--- config.mk ---
export PLATFORM = sky130hd
export DESIGN_NAME = oneshot_timer
export DESIGN_NICKNAME = d
export VERILOG_FILES = /design/src/rtl/oneshot_pkg.sv /design/src/rtl/os_trig_sync.sv /design/src/rtl/os_irq_flag.sv /design/src/rtl/os_count_core.sv /design/src/rtl/oneshot_timer.sv
export SDC_FILE = /design/constraint.sdc
export NUM_CORES = 1
export LEC_CHECK = 0
export BUFFER_PORTS_ARGS = -buffer_cell sky130_fd_sc_hd__buf_4
export CORE_MARGIN = 5
export CORE_UTILIZATION = 50
export CTS_CLUSTER_SIZE = 16
export DETAILED_ROUTE_END_ITERATION = 7
export GPL_TIMING_DRIVEN = 1
export PLACE_DENSITY = 0.73
export SYNTH_ARGS = -nofsm -noshare
export SYNTH_HDL_FRONTEND = slang
export SYNTH_SLANG_ARGS = --single-unit
--- constraint.sdc ---
create_clock -name clk -period 2.5 [get_ports clk]
set_input_delay 0.25 -clock clk [delete_from_list [all_inputs] [get_ports clk]]
set_output_delay 0.25 -clock clk [all_outputs]
set_load 0.02 [all_outputs]
--- src/rtl/oneshot_pkg.sv ---
package oneshot_pkg;
  localparam int CNT_W  = 16;
  localparam int CFG_W  = 4;

  typedef enum logic [1:0] {
    MODE_TIMER   = 2'b00,
    MODE_EVENT   = 2'b01,
    MODE_ONESHOT = 2'b10,
    MODE_RSVD    = 2'b11
  } mode_e;

  typedef struct packed {
    logic  cut_en;
    logic  trig_ext;
    mode_e mode;
  } cfg_t;
endpackage

--- src/rtl/os_trig_sync.sv ---
module os_trig_sync #(
  parameter int STAGES = 2
) (
  input  logic clk,
  input  logic rst_n,
  input  logic pin_i,
  output logic rise_o
);
  localparam int SH_W = STAGES + 1;
  logic [SH_W-1:0] sh_q;

  always_ff @(posedge clk or negedge rst_n) begin
    if (!rst_n) sh_q <= '0;
    else        sh_q <= {sh_q[SH_W-2:0], pin_i};
  end

  assign rise_o = sh_q[STAGES-1] & ~sh_q[STAGES];
endmodule

--- src/rtl/os_irq_flag.sv ---
module os_irq_flag (
  input  logic clk,
  input  logic rst_n,
  input  logic set_i,
  input  logic clr_i,
  output logic flag_o
);
  always_ff @(posedge clk or negedge rst_n) begin
    if (!rst_n)     flag_o <= 1'b0;
    else if (set_i) flag_o <= 1'b1;
    else if (clr_i) flag_o <= 1'b0;
  end
endmodule

--- src/rtl/os_count_core.sv ---
module os_count_core #(
  parameter int W = 16
) (
  input  logic         clk,
  input  logic         rst_n,
  input  logic         run_i,
  input  logic         stop_i,
  input  logic         trig_i,
  input  logic         tick_i,
  input  logic         rld_we_i,
  input  logic [W-1:0] rld_wdata_i,
  output logic [W-1:0] view_o,
  output logic         active_o,
  output logic         zero_end_o
);
  localparam logic [W-1:0] ONE = W'(1);

  logic [W-1:0] cnt_q, rld_q, dec;
  logic active_q, pend_q, blank_q, rldue_q;
  logic trig_take, reload_now;

  assign dec        = (cnt_q == '0) ? '0 : cnt_q - ONE;
  assign trig_take  = run_i && trig_i && !pend_q && !blank_q;
  assign zero_end_o = run_i && !stop_i && tick_i && !rldue_q && !pend_q &&
                      active_q && (cnt_q <= ONE);
  assign reload_now = stop_i ||
                      (run_i && tick_i && (rldue_q || (pend_q && !active_q)));
  assign view_o     = reload_now ? '1 : cnt_q;
  assign active_o   = active_q;

  always_ff @(posedge clk or negedge rst_n) begin
    if (!rst_n) begin
      cnt_q    <= '0;
      rld_q    <= '0;
      active_q <= 1'b0;
      pend_q   <= 1'b0;
      blank_q  <= 1'b0;
      rldue_q  <= 1'b0;
    end else begin
      if (rld_we_i) rld_q <= rld_wdata_i;
      if (stop_i) begin
        cnt_q    <= rld_q;
        active_q <= 1'b0;
        pend_q   <= 1'b0;
        blank_q  <= 1'b0;
        rldue_q  <= 1'b0;
      end else if (!run_i) begin
        if (rld_we_i) cnt_q <= rld_wdata_i;
      end else begin
        if (trig_take) pend_q <= 1'b1;
        if (tick_i) begin
          blank_q <= 1'b0;
          rldue_q <= 1'b0;
          if (rldue_q) begin
            cnt_q <= rld_q;
          end else if (pend_q) begin
            pend_q  <= 1'b0;
            blank_q <= 1'b1;
            if (active_q) begin
              cnt_q   <= dec;
              rldue_q <= 1'b1;
            end else begin
              cnt_q    <= rld_q;
              active_q <= 1'b1;
            end
          end else if (active_q) begin
            cnt_q <= dec;
            if (cnt_q <= ONE) active_q <= 1'b0;
          end
        end
      end
    end
  end
endmodule

--- src/rtl/oneshot_timer.sv ---
module oneshot_timer
  import oneshot_pkg::*;
#(
  parameter int W           = CNT_W,
  parameter int SYNC_STAGES = 2
) (
  input  logic             clk,
  input  logic             rst_n,
  input  logic             cfg_we,
  input  logic [CFG_W-1:0] cfg_wdata,
  input  logic             run_we,
  input  logic             run_wdata,
  input  logic             reload_we,
  input  logic [W-1:0]     reload_wdata,
  input  logic             sw_trig,
  input  logic             ext_trig,
  input  logic             tick,
  input  logic             cut_n,
  input  logic             irq_clr,
  output logic [W-1:0]     cnt_view,
  output logic             pulse_o,
  output logic             pulse_oe,
  output logic             irq_o
);
  cfg_t cfg_q, cfg_new;
  logic run_q, stop_evt, stop_d, run_eff;
  logic ext_rise, trig_sel, zero_end, mode_enter, irq_set;

  assign cfg_new  = cfg_t'(cfg_wdata);
  assign stop_evt = run_we && !run_wdata && run_q;
  assign run_eff  = run_q && (cfg_q.mode == MODE_ONESHOT);

  always_ff @(posedge clk or negedge rst_n) begin
    if (!rst_n) begin
      cfg_q  <= '{cut_en: 1'b0, trig_ext: 1'b0, mode: MODE_TIMER};
      run_q  <= 1'b0;
      stop_d <= 1'b0;
    end else begin
      if (cfg_we && !run_q) cfg_q <= cfg_new;
      if (run_we) run_q <= run_wdata;
      stop_d <= stop_evt && (cfg_q.mode == MODE_ONESHOT);
    end
  end

  assign mode_enter = cfg_we && !run_q && (cfg_new.mode == MODE_ONESHOT) &&
                      (cfg_q.mode != MODE_ONESHOT);

  os_trig_sync #(.STAGES(SYNC_STAGES)) u_sync (
    .clk    (clk),
    .rst_n  (rst_n),
    .pin_i  (ext_trig),
    .rise_o (ext_rise)
  );

  assign trig_sel = cfg_q.trig_ext ? ext_rise : sw_trig;

  os_count_core #(.W(W)) u_core (
    .clk         (clk),
    .rst_n       (rst_n),
    .run_i       (run_eff),
    .stop_i      (stop_evt),
    .trig_i      (trig_sel),
    .tick_i      (tick),
    .rld_we_i    (reload_we),
    .rld_wdata_i (reload_wdata),
    .view_o      (cnt_view),
    .active_o    (pulse_o),
    .zero_end_o  (zero_end)
  );

  assign irq_set = zero_end || stop_d || mode_enter;

  os_irq_flag u_irq (
    .clk    (clk),
    .rst_n  (rst_n),
    .set_i  (irq_set),
    .clr_i  (irq_clr),
    .flag_o (irq_o)
  );

  assign pulse_oe = !(cfg_q.cut_en && !cut_n);
endmodule

# --- Word-level counts from Yosys, hierarchy flattened ---
# Cells that the tools add are included.
word_totals:
  reg_bits: 46
  output_inout_bits: 19
  input_bits: 31
  elab_cells: 101
classes:
  bitwise_logic: 2
  eq_ne: 6
  muxes: 37
  n_reduce_logical: 41
  n_lt_le_gt_ge: 1
  addsub: 1
op_table:
  columns: ["op", "n"]
  rows:
  - ["$mux W16", 10]
  - ["$mux W1", 27]
  - ["$logic_and A1 B1 Y1", 20]
  - ["$le A16 B1 Y1 const B", 1]
  - ["$logic_not A16 Y1", 1]
  - ["$sub A16 B1 Y16 const B", 1]
  - ["$logic_not A1 Y1", 9]
  - ["$reduce_and A3 Y1", 2]
  - ["$reduce_bool A2 Y1", 3]
  - ["$ne A5 B5 Y1 const B", 1]
  - ["$eq A2 B2 Y1 const B", 2]
  - ["$logic_or A1 B1 Y1", 4]
  - ["$ne A2 B2 Y1 const B", 2]
  - ["$ne A3 B3 Y1 const B", 1]
  - ["$reduce_bool A3 Y1", 1]
  - ["$reduce_and A2 Y1", 1]
  - ["$and A1 B1 Y1", 1]
  - ["$not A1 Y1", 1]

# --- Logic depth before layout (Yosys ltp) ---
logic_depth:
  ltp_word: 13
  ltp_mapped: 8
  depth_no_buf: 7

# --- Modules after synthesis ---
# Synthesis repeated with hierarchy kept, for this count alone.
hier_totals:
  hier_cells: 278
  hier_area_um2: 2761.4
by_module_without_submodules:
  columns: ["module", "seq_area_each_um2", "n_inst", "cells_per_inst", "area_each_um2"]
  rows:
  - ["os_count_core", 900.9, 1, 248, 2343.5]
  - ["oneshot_timer", 150.1, 1, 23, 292.8]
  - ["os_trig_sync", 75.1, 1, 4, 88.8]
  - ["os_irq_flag", 25.0, 1, 3, 36.3]

# --- Worst setup path after synthesis ---
# No wires, ideal clock.
synth_timing:
  kind: "flip-flop to flip-flop"
  startpoint: "reg u_core.cnt_q[0]"
  endpoint: "reg u_core.cnt_q[3]"
  arrival_ns: 2.079
  setup_ns: 0.132
  required_ns: 2.368
  setup_slack_ns: 0.289
  synth_period_minus_slack_ns: 2.211
  path_stages_with_launch: 9
  n_path_buf: 1
  cell_sequence: "dfrtp_1 inv_1 ha_1 or4b_1 nor4_4 or2_2 buf_6 o21ai_1 o2bb2ai_1"
synth_via:
  elab_chain_cells: 8
  elab_cells_between_ends: 10
  cone_classes: "add/sub (1); mux (8); reduce/logical (1)"
synth_lines:
  columns: ["item", "line_no", "source"]
  rows:
  - ["from (decl)", "os_count_core.sv:18", "logic [W-1:0] cnt_q, rld_q, dec;"]
  - ["from (signal assigned)", "os_count_core.sv:42", "cnt_q <= rld_q;"]
  - ["from (signal assigned)", "os_count_core.sv:48", "if (rld_we_i) cnt_q <= rld_wdata_i;"]
  - ["from (signal assigned)", "os_count_core.sv:55", "cnt_q <= rld_q;"]
  - ["$sub A16 B1 Y16 or $logic_not A16 Y1 (tied branches)", "os_count_core.sv:22", "assign dec = (cnt_q == '0) ? '0 : cnt_q - ONE;"]
  - ["$mux W16 (*)", "os_count_core.sv:22", null]
  - ["$mux W16, on equally long branches", "os_count_core.sv:66, os_count_core.sv:59", null]
  - ["$mux W16 (*)", "os_count_core.sv:56", "end else if (pend_q) begin"]
  - ["$mux W16 (*)", "os_count_core.sv:54", "if (rldue_q) begin"]
  - ["$mux W16 (*)", "os_count_core.sv:51", "if (tick_i) begin"]
  - ["$mux W16 (*)", "os_count_core.sv:47", "end else if (!run_i) begin"]
  - ["$mux W16 (*)", "os_count_core.sv:41", "if (stop_i) begin"]
# Every way passes the cells marked *; elsewhere a longest branch is shown, timed or not. The select of a mux whose other input is x is not followed.
# A chain may end at the register's enable or synchronous reset.

# --- Final worst setup path ---
layout_timing:
  startpoint: "reg run_q"
  endpoint: "out cnt_view[2]"
layout_via:
  elab_chain_cells: 5
  elab_cells_between_ends: 6
  cone_classes: "mux (1); reduce/logical (5)"
layout_lines:
  columns: ["item", "line_no", "source"]
  rows:
  - ["from (decl)", "oneshot_timer.sv:26", "logic run_q, stop_evt, stop_d, run_eff;"]
  - ["from (signal assigned)", "oneshot_timer.sv:40", "if (run_we) run_q <= run_wdata;"]
  - ["$logic_and A1 B1 Y1", "oneshot_timer.sv:31", "assign run_eff = run_q && (cfg_q.mode == MODE_ONESHOT);"]
  - ["$logic_and A1 B1 Y1 (2 in series)", "os_count_core.sv:27", "(run_i && tick_i && (rldue_q || (pend_q && !active_q)));"]
  - ["$logic_or A1 B1 Y1 (*)", "os_count_core.sv:26", "assign reload_now = stop_i ||"]
  - ["$mux W16 (*)", "os_count_core.sv:28", "assign view_o = reload_now ? '1 : cnt_q;"]
  - ["to (decl)", "oneshot_timer.sv:20", "output logic [W-1:0] cnt_view,"]
# Every way passes the cells marked *; elsewhere a longest branch is shown, timed or not.

==> metrics <==
# DRC=0; remaining global-route overflow=0; total area of multi-input combinational cells=1320 µm²; IR drop worst, VDD=0.000455 V; number of top-level pins=50; mapped cell area=2550 µm²; final slew viol count=0; net count of the finished layout=337; maximum number of pins on one net before global-route repair=47; area taken by flip-flops and latches=1150 µm²; kind of capture point of the worst setup path=output port; minimum clock period after layout=2.33 ns; status=finished clean; distinct cell type count after synthesis=52; number of warning messages in the yosys log=0; most used cell along the critical path=sky130_fd_sc_hd__buf_4; clock transition at the registers of the reported paths=0.09 ns; net count after synthesis=283; buffers plus inverters on the worst setup path=2; internal power consumption=1.63 mW; startpoint type of the worst setup path=register; top-count cell post-synth=sky130_fd_sc_hd__dfrtp_1; Horiz. Die Dim=81.5 µm; share of the cycle needed by the critical path after routing=93.2%; Critical Setup Path Class=register to output port; number of clock sinks=46; clock network fraction of design power=28.2%; count of inserted antenna diode cells=0; kind of path behind the tightest hold check=input pin to register; share of cells above drive strength 1=34.2%; number of core rows=26; Placed Cells=365; post-synth top area cell=sky130_fd_sc_hd__dfrtp_1; Max stage delay on crit path=0.49 ns; area growth from synthesis to layout=24.7%; initial antenna violation count=0; CORE AREA=5040 µm²; leakage power=1.37 nW; area fraction of the dominant cell type after synthesis=45.1%; weighted congestion at the end of routability-driven global placement=0.881; max-capacitance violation count=0; Avg Vias per Cell=6.08; RSZ-0062 raised after global routing=no; synthesized netlist cell count=249; relative contribution of sequential cells to total power=40.1%; flop-to-flop setup slack=0.17 ns; placed cell area=3020 µm²; power per cell area=761 nW/µm²; FFs w/ async S/R, synth=100%; final worst hold slack=0.0496 ns; final HPWL from detailed placement=4.61 mm; Root Buffer=sky130_fd_sc_hd__clkbuf_8; fraction of power consumed by combinational cells=31.7%; top cells by area, synth=sky130_fd_sc_hd__dfrtp_1 45%, sky130_fd_sc_hd__mux2_2 9.7%, sky130_fd_sc_hd__o2bb2ai_1 3.8%, sky130_fd_sc_hd__or2_2 2.7%, sky130_fd_sc_hd__nor2_1 2.2%; post-route ant nets=0; peak fanout along the critical path=10; average size of a mapped cell=10.3 µm²; Levels on crit path=6; Worst Setup Slack, final=0.170 ns; sum of internal, switching and leakage power=2.42 mW; slew at the pin closest to its max-slew limit=0.951 ns; CP delay by family, top=simple AND/OR/NAND/NOR gates; port bufs=49; max frequency=429 MHz; initial core utilization=50.6%; cell with the largest stage delay on the worst path=sky130_fd_sc_hd__dfrtp_1; Max Root-Sink Buffers=2; commonest register cell after synthesis=sky130_fd_sc_hd__dfrtp_1; Total Negative Setup Slacks=0 ns; fin util=63.1%; first-pass GRT wire length=11.1 mm; DRT iter0 DRCs=269; layout filler cell count=433; Inserted Clock Buffers=5; all-layer global routing usage=21.9%; average wire per cell in the routed design=17.6 µm; cells along the critical path=and3b_1 > nor3_1 > buf_4 > nor2_2 > or2_2 > buf_4; Switching Share=32.8%; clock tree from TritonCTS=built; R2R cell count=8; hold violation count in the final report=0; Hold Path Stages=1; sequential cell area fraction in the yosys report=45.1%; via count of the routed design=2273; Max-Slew Margin vs Limit=36.4%; power spent charging and discharging nets=0.794 mW; Chip Height=81.5 µm; insertion delay to the later sink of the worst-skew pair=0.30 ns; number of flops mapped to enable cells by yosys=0; total non-filler cell area in the finished layout=3180 µm²; Crit path arrival time=2.08 ns; setup violation total in the final timing report=0; required arrival time at the worst endpoint=2.25 ns; via count of the first global-routing pass=2267; post-synthesis sequential element count=46; list of most frequent post-synthesis cells=46 x sky130_fd_sc_hd__dfrtp_1, 22 x sky130_fd_sc_hd__mux2_2, 15 x sky130_fd_sc_hd__nor2_1; Finished Layout Cells=374; clk_skew=0.00989 ns; Total Wirelength=6.58 mm; Total Die Area=6630 µm²; length of the first detailed-routing pass in iterations=5; Post-Place Worst Slack=0.0809 ns; H-tree depth=2
-- layer usage --
layer  track usage (%)  wire [µm]  up-vias
met5                 0          0        -
met4              6.93         70        0
met3              4.28        385       10
met2              32.4       3040       94
met1              32.1       3090     1111
li1                  -          -     1058
-- power by group through the flow --
stage | sequential (mW) | combinational (mW) | clock (mW)
3_5_place_dp | 0.985 | 0.753 | 0
3_3_place_gp | 0.979 | 0.748 | 0
6_report | 0.973 | 0.767 | 0.684
2_1_floorplan | 0.954 | 0.491 | 0
5_1_grt | 0.998 | 0.832 | 0.725
4_1_cts | 0.969 | 0.760 | 0.692
-- cell usage in the layout, fill, tap and decap left out, drive strengths merged, types with 4 or more instances in the layout --
master / n
nand3: 4
o21ai: 22
or2: 11
nand2: 8
nor2b: 7
clkbuf: 6
nor3: 7
nor4: 8
dfrtp: 46
mux2: 22
o2bb2ai: 11
a222oi: 4
inv: 10
buf: 58
nor2: 16
-- registers in the layout, summed over array words and instances (netlist names), 3 cells and up --
register      count
cfg_q             4
u_sync.sh_q       3
u_core.cnt_q     16
u_core.rld_q     16
-- cells by family after synthesis --
logic type	after synthesis	synth area share (%)
flops	46	45.1
simple gates	83	19.1
mux	23	10.1
fa+ha+maj	3	1.47
compound gates	72	20.5
buf+inv	22	3.73
-- what timing repair did --
| action | CTS | global route |
|---|---|---|
| cloned | 0 | 0 |
| setup endpoints to repair | 1 | 1 |
| buffers inserted | 0 | 0 |
| hold endpoints to repair | 46 | 0 |
| pin swaps | 0 | 0 |
| hold buffers | 1 | 0 |
| resized for setup | 1 | 2 |
-- final timing paths --
check                                  end             from
max in group asynchronous            run_q            rst_n
setup reg to reg           u_core.cnt_q[0]  u_core.cnt_q[0]
min in group asynchronous         cfg_q[2]            rst_n
setup / recovery               cnt_view[2]            run_q
hold reg to reg             u_sync.sh_q[1]   u_sync.sh_q[0]
hold / removal              u_sync.sh_q[0]         ext_trig
-- layout make-up --
cell class	instances	area share, %
clock inverters	2	1.89
repair buffers	59	14.0
flip-flops and latches	46	36.2
multi-input cells	181	41.4
well taps	70	2.75
inverters	10	1.18
clock buffers	6	2.59
(Power assumes the default switching activity.)
